### src/rtl/busarb_pkg.sv
package busarb_pkg;

    // Why the grant may change at an edge
    typedef enum logic [1:0] {
        MOVE_NONE  = 2'd0,
        MOVE_FIRST = 2'd1,
        MOVE_DONE  = 2'd2,
        MOVE_IDLE  = 2'd3
    } move_e;

    typedef struct packed {
        logic held;
        logic [7:0] owner;
    } own_s;

    // saturating increment of a wait count
    function automatic logic [15:0] sat_inc(input logic [15:0] v, input logic [15:0] top);
        return (v >= top) ? top : v + 16'd1;
    endfunction

endpackage

### src/rtl/arb_age.sv
module arb_age #(
    parameter int AGE_W = 4
) (
    input  logic             clk,
    input  logic             rst,
    input  logic             waiting,
    input  logic [AGE_W-1:0] limit,
    output logic             ripe
);
    import busarb_pkg::*;

    localparam logic [15:0] TOP = 16'((1 << AGE_W) - 1);

    logic [AGE_W-1:0] age_q;
    logic [15:0]      wide_nxt;

    always_comb begin
        wide_nxt = sat_inc(16'(age_q), TOP);
    end

    always_ff @(posedge clk) begin
        if (rst) begin
            age_q <= '0;
        end else if (waiting) begin
            age_q <= wide_nxt[AGE_W-1:0];
        end else begin
            age_q <= '0;
        end
    end

    assign ripe = (age_q >= limit);
endmodule

### src/rtl/arb_pick.sv
module arb_pick #(
    parameter int NUM_M = 4,
    parameter int IW    = 2
) (
    input  logic [NUM_M-1:0] cand,
    input  logic [NUM_M-1:0] promoted,
    output logic             found,
    output logic [IW-1:0]    idx
);
    logic [NUM_M-1:0] urgent;
    logic [NUM_M-1:0] pool;

    always_comb begin
        urgent = cand & promoted;
        pool   = (urgent != '0) ? urgent : cand;
        found  = (cand != '0);
        idx    = '0;
        for (int i = NUM_M - 1; i >= 0; i--) begin
            if (pool[i]) idx = IW'(i);
        end
    end
endmodule

### src/rtl/bus_arb_park.sv
module bus_arb_park #(
    parameter int NUM_M = 4,
    parameter int AGE_W = 4
) (
    input  logic             clk,
    input  logic             rst,
    input  logic [NUM_M-1:0] req,
    input  logic [NUM_M-1:0] done,
    input  logic             bus_idle,
    input  logic [AGE_W-1:0] starve_limit,
    output logic [NUM_M-1:0] gnt
);
    import busarb_pkg::*;

    localparam int IW = (NUM_M > 1) ? $clog2(NUM_M) : 1;

    logic             held_q;
    logic [IW-1:0]    owner_q;
    logic [NUM_M-1:0] own_mask;
    logic [NUM_M-1:0] eligible;
    logic [NUM_M-1:0] ripe;
    logic [NUM_M-1:0] waiting;
    logic             found;
    logic [IW-1:0]    win_idx;
    move_e            move;

    always_comb begin
        own_mask = '0;
        if (held_q) own_mask[owner_q] = 1'b1;
    end

    assign gnt      = own_mask;
    assign eligible = req & ~own_mask;
    assign waiting  = req & ~own_mask;

    generate
        for (genvar g = 0; g < NUM_M; g++) begin : g_age
            arb_age #(.AGE_W(AGE_W)) u_age (
                .clk     (clk),
                .rst     (rst),
                .waiting (waiting[g]),
                .limit   (starve_limit),
                .ripe    (ripe[g])
            );
        end
    endgenerate

    arb_pick #(.NUM_M(NUM_M), .IW(IW)) u_pick (
        .cand     (eligible),
        .promoted (ripe),
        .found    (found),
        .idx      (win_idx)
    );

    always_comb begin
        move = MOVE_NONE;
        if (!held_q) begin
            move = MOVE_FIRST;
        end else if (found) begin
            if (done[owner_q])                  move = MOVE_DONE;
            else if (bus_idle && !req[owner_q]) move = MOVE_IDLE;
        end
    end

    always_ff @(posedge clk) begin
        if (rst) begin
            held_q  <= 1'b0;
            owner_q <= '0;
        end else begin
            case (move)
                MOVE_FIRST: begin
                    if (found) begin
                        held_q  <= 1'b1;
                        owner_q <= win_idx;
                    end else if (bus_idle) begin
                        held_q  <= 1'b1;
                        owner_q <= '0;
                    end
                end
                MOVE_DONE, MOVE_IDLE: owner_q <= win_idx;
                default: ;
            endcase
        end
    end
endmodule

### config.mk
export PLATFORM = sky130hd
export DESIGN_NAME = bus_arb_park
export DESIGN_NICKNAME = d
export VERILOG_FILES = /design/src/rtl/busarb_pkg.sv /design/src/rtl/arb_age.sv /design/src/rtl/arb_pick.sv /design/src/rtl/bus_arb_park.sv
export SDC_FILE = /design/constraint.sdc
export NUM_CORES = 1
export LEC_CHECK = 0
export BUFFER_PORTS_ARGS = -buffer_cell sky130_fd_sc_hd__buf_4
export CORE_MARGIN = 2
export CORE_UTILIZATION = 45
export CTS_CLUSTER_DIAMETER = 80
export DETAILED_ROUTE_END_ITERATION = 8
export MAX_ROUTING_LAYER = met4
export PLACE_DENSITY = 0.67
export SLEW_MARGIN = 20
export SYNTH_ARGS = -nofsm -noshare
export SYNTH_HDL_FRONTEND = slang
export SYNTH_SLANG_ARGS = --single-unit
### constraint.sdc
create_clock -name clk -period 4.3 [get_ports clk]
set_input_delay 0.645 -clock clk [delete_from_list [all_inputs] [get_ports clk]]
set_output_delay 0.645 -clock clk [all_outputs]
set_load 0.05 [all_outputs]
### Word level (Yosys, flattened, before mapping)

Cells that the tools add are included.

| cells by class | value |
|---|---|
| add/subtract/negate cells | 4 |
| magnitude comparators | 10 |
| equality and inequality tests | 4 |
| mux-type cells | 25 |
| bitwise operators | 7 |
| reductions and logical operators | 14 |

Operator list:

| kind | count |
|---|---|
| 4-bit two-way mux | 6 |
| 2-bit two-way mux | 10 |
| 4-bit by 1-bit adder with 4-bit output (second input constant) | 4 |
| 4-bit greater-or-equal comparator | 4 |
| 4-bit greater-or-equal comparator (second input constant) | 4 |
| 2-bit OR reduction | 5 |
| 4-bit AND | 2 |
| 4-bit nonzero test | 2 |
| 1-bit two-way mux | 5 |
| 1-bit binary-select mux with 2-bit select | 2 |
| 2-bit equality test (second input constant) | 2 |
| 1-bit inverter | 4 |
| 4-bit inverter | 1 |
| 2-bit one-hot mux with 2 select lines | 1 |
| 2-bit AND reduction | 2 |
| 2-bit nonzero test | 2 |
| 2-bit by 3-bit less-than comparator with 1-bit output (second input constant) | 1 |
| 3-bit inequality test (second input constant) | 1 |
| 1-bit demux with 2-bit select | 1 |
| 2-bit by 1-bit equality test with 1-bit output (second input constant) | 1 |
| 2-bit by 1-bit greater-or-equal comparator with 1-bit output (second input constant) | 1 |
| 1-bit logical AND | 2 |
| 1-bit logical NOT | 1 |

| word-level totals | value |
|---|---|
| register bits | 19 |
| input bits | 15 |
| output and inout port bits | 4 |
| logic and storage cells | 70 |

### Depth between registers and ports, before layout

| logic depth | value |
|---|---|
| word-level depth | 16 |
| depth in mapped cells | 8 |
| mapped depth without buffers | 8 |

### Hierarchy

A second synthesis with hierarchy kept.

| second synthesis, totals | value |
|---|---|
| cells, all modules | 179 |
| area total of the unflattened synthesis | 1,433.9 sq um |

By module, submodules not included:

| module | times used | cells an instance | area each (sq um) | sequential area each (sq um) |
|---|---|---|---|---|
| arb_age | 4 | 31 | 257.7 | 80.1 |
| bus_arb_park | 1 | 37 | 281.5 | 60.1 |
| arb_pick | 1 | 18 | 121.4 | 0.0 |

### Worst setup path after synthesis

No wires, ideal clock.

| path | value |
|---|---|
| path type | input -> register |
| from | in starve_limit[0] |
| to | reg owner_q[0] |
| setup time | 0.117 ns |
| arrival | 2.230 ns |
| slack | 1.953 ns |
| stages on the path | 7 |
| path buffers | 0 |
| path through | ha_1 > nand2b_1 > a21o_1 > a211oi_1 > nor3_1 > or4b_1 > a32o_1 |

| on the way | value |
|---|---|
| cells in the longest elaborated chain, start to end | 10 |

Ends and longest elaborated chain:

| element | RTL line | RTL |
|---|---|---|
| from (decl) | bus_arb_park.sv:10 | `input logic [AGE_W-1:0] starve_limit,` |
| 4-bit greater-or-equal comparator | arb_age.sv:31 | `assign ripe = (age_q >= limit);` |
| 4-bit AND (*) | arb_pick.sv:14 | `urgent = cand & promoted;` |
| 4-bit nonzero test | arb_pick.sv:15 | `pool = (urgent != '0) ? urgent : cand;` |
| 4-bit two-way mux (*) | arb_pick.sv:15 |  |
| 2-bit two-way mux (3 in a row) | arb_pick.sv:19 | `if (pool[i]) idx = IW'(i);` |
| 2-bit two-way mux (*) | arb_pick.sv:19 |  |
| 2-bit two-way mux | bus_arb_park.sv:72 | `if (found) begin` |
| 2-bit one-hot mux with 2 select lines (*) | bus_arb_park.sv:70 | `case (move)` |
| to (signal assigned) | bus_arb_park.sv:74 | `owner_q <= win_idx;` |
| to (signal assigned) | bus_arb_park.sv:80 | `MOVE_DONE, MOVE_IDLE: owner_q <= win_idx;` |
| to (decl) | bus_arb_park.sv:18 | `logic [IW-1:0] owner_q;` |

Mark *: on every way between the ends. The rest lies on a longest branch, timed or not.
A chain may end at the register's enable or synchronous reset.

### Worst setup path in the final report

| path | value |
|---|---|
| from | reg g_age[1].u_age.age_q[0] |
| to | reg owner_q[1] |

| on the way | value |
|---|---|
| cells in the longest elaborated chain, start to end | 10 |

Ends and longest elaborated chain:

| element | RTL line | RTL |
|---|---|---|
| from (decl) | arb_age.sv:14 | `logic [AGE_W-1:0] age_q;` |
| from (signal assigned) | arb_age.sv:25 | `age_q <= wide_nxt[AGE_W-1:0];` |
| 4-bit greater-or-equal comparator (*) | arb_age.sv:31 |  |
| 4-bit AND (*) | arb_pick.sv:14 |  |
| 4-bit nonzero test | arb_pick.sv:15 |  |
| 4-bit two-way mux (*) | arb_pick.sv:15 |  |
| 2-bit two-way mux (3 in a row) | arb_pick.sv:19 |  |
| 2-bit two-way mux (*) | arb_pick.sv:19 |  |
| 2-bit two-way mux | bus_arb_park.sv:72 |  |
| 2-bit one-hot mux with 2 select lines (*) | bus_arb_park.sv:70 |  |

Marks and branches as above.

==> impl_metrics.yaml <==
logic_synthesis:
  synth_seq_cells: 19
  synthesis.instances: 158
  synth_seq_area_share_pct: 27.7
  synth.top_cell.area_share_pct: 27.7
  post_synth_instance_area_um2: 1370
  synth_nets: 193
  synth.area.top_cells: "dfxtp_1 28%, ha_1 18%, nor3_1 5.1%"
  ys_types: 38
  yosysWarnings: 0
  syn_area_per_cell_um2: 8.68
  synth_area_leader_cell: "dfxtp_1"
drt:
  wl_per_cell_um: 13.7
  drc: 0
  postRouteAntennaNets: 0
  viasPerCell: 5.82
  drtPass1Iterations: 4
  drtIter0Drc: 32
  vias: 1228
  wirelength_mm: 2.89
die:
  die_y_um: 59.2
  io_pins: 19
  dieArea_um2: 3500
  core_um2: 2980
  die_x_um: 59.2
  start_util_pct: 46.1
  fp-row-count: 20
timing:
  fin_crit_sh_pct: 54.2
  slew_violations: 0
  fin_skew_ns: 0.00255
  grt_setup_unrepaired: "no"
  hold_slack_ns: 0.515
  tns_ns: 0
  min_period_ns: 2.33
  max_freq_ghz: 0.429
  relSlewSlack_pct: 71.0
  worst_pin_slew_ns: 0.434
  finalHoldViolations: 0
  setup_violations: 0
placed_design:
  place_hpwl_mm: 2.40
  place_congestion: 0.746
  io_buffers: 18
power_and_ir_drop:
  ir_drop_uv: 147
  p_leak_nw: 0.687
  pwr_density_cell_nw_per_um2: 252
  power_w: 0.000396
global_routing:
  grt_use_total_pct: 19.3
  antenna_found_initial: 0
  grt_max_degree: 12
  grt_overflow: 0
  grt_pass1_wl_mm: 5.06
  grt_pass1_vias: 1190
cts:
  htree_levels: 1
  clock_path_buffers: 2
  holdBufCountCts: 0
  cts_setup_buffers: 0
  clk_pin_slew_ns: 0.11
  cts_resized: 0
  cts.sinks: 19
  cts_tree: "built"
  clkLatencyLatePin_ns: 0.30
  cts_buffers: 3
  cts_root_buf: "clkbuf_4"
layout:
  num_antenna_cells: 0
  layout.nets: 214
  syn_to_final_growth_pct: 14.2
  drive_above_1_share_pct: 18.0
setup_path:
  cp.arrival_ns: 2.53
  path_class: "register to register"
  critPathMaxFanout: 5
  crit_required_ns: 4.50
  end_kind: "register"
  crit_path_start_kind: "register"
run_status:
  status: "finished clean"
flow_run:
  drv_cap: 0
worst_hold_path:
  hp-class: "register to register"
-- placed cells by master, fill, tap and decap left out, drive strengths merged, types with 3 or more instances in the layout --
master / count
nand3: 8
ha: 20
nand2: 5
nor3: 14
a2111oi: 3
o21ai: 6
a21oi: 11
nand2b: 5
inv: 16
dfxtp: 19
a31oi: 5
buf: 18
clkbuf: 3
nor3b: 4
nor2: 16
-- power breakdown --
group          switching [W]  total [W]  internal, W  leakage, nW
logic              0.0000543   0.000106    0.0000515        0.514
clock network      0.0000583  0.0000930    0.0000347       0.0177
registers          0.0000130   0.000197     0.000184        0.155
total               0.000126   0.000396     0.000270        0.687
-- flip-flops by register name, indices dropped and copies added (netlist names) --
register           count
g_age.u_age.age_q     16
held_q                 1
owner_q                2
-- per-stage QoR --
step / utilization, % / std cells / setup WS, ns / cell area, um^2
3_3_place_gp: 51.7 / 207 / 1.77 / 1540
6_report: 52.6 / 211 / 1.97 / 1570
3_5_place_dp: 51.7 / 207 / 1.65 / 1540
4_1_cts: 52.6 / 211 / 1.94 / 1570
5_1_grt: 52.6 / 211 / 1.79 / 1570
2_1_floorplan: - / 158 / 1.95 / 1370
-- synthesized netlist by cell type --
master / n
dfxtp_1: 19
a32o_1: 2
nand2b_1: 3
and3b_1: 1
nor2_1: 16
a2111oi_4: 1
a31oi_1: 5
nor2b_1: 1
o22ai_1: 2
a311o_1: 1
mux2_2: 2
or4b_1: 1
mux4_2: 1
a221oi_4: 1
a211oi_1: 1
nor3b_1: 4
and2_1: 1
a2111oi_0: 1
o21ai_0: 4
a21oi_2: 1
mux4_1: 1
nand2b_4: 2
nor3_1: 14
or2_2: 2
o21a_1: 2
nor4_1: 1
nand3_1: 8
or3_1: 1
o21ai_1: 2
nand2_1: 5
ha_1: 20
a21oi_1: 10
a21o_1: 2
a2111oi_1: 1
inv_1: 16
and3_1: 1
clkbuf_1: 1
buf_2: 1
-- cells by family after synthesis --
| kind of cell | share of synthesized area, % |
|---|---|
| AND/OR/NAND/NOR | 23.9 |
| AO/OA/AOI/OAI | 19.9 |
| adder cells (fa/ha/maj) | 18.2 |
| flip-flops | 27.7 |
| multiplexers | 5.20 |
| buffers and inverters | 5.02 |
-- metal layers --
layer | vias up | track usage, % | wire length [um]
li1 | 619 | - | -
met1 | 577 | 21.4 | 1230
met2 | 32 | 35.6 | 1540
met3 | 0 | 3.93 | 119
met4 | 0 | 3.25 | 0
met5 | - | - | 0
-- final cells by class --
class	instances	area [um^2]
fillers	303	1410
multi-input cells	121	922
flip-flops and latches	19	380
repair buffers	18	135
inverters	16	60.1
well taps	33	41.3
clock buffers	3	22.5
clock inverters	1	5.00
-- worst max-delay path, stage by stage (launching register included) --
cell      delay (ns)
dfxtp_1         0.42
inv_1           0.08
ha_1            0.26
nand2b_1        0.14
a21o_1          0.17
a211oi_1        0.25
nor3_1          0.11
or4b_1          0.52
a32o_1          0.28
-- final timing paths --
check | from | end | slack [ns] | cells past startpoint
hold / removal | g_age[3].u_age.age_q[0] | g_age[3].u_age.age_q[0] | 0.52 | 1
hold reg to reg | g_age[3].u_age.age_q[0] | g_age[3].u_age.age_q[0] | 0.52 | 1
setup / recovery | g_age[1].u_age.age_q[0] | owner_q[1] | 1.97 | 8
setup reg to reg | g_age[1].u_age.age_q[0] | owner_q[1] | 1.97 | 8
(Power assumes the default switching activity.)
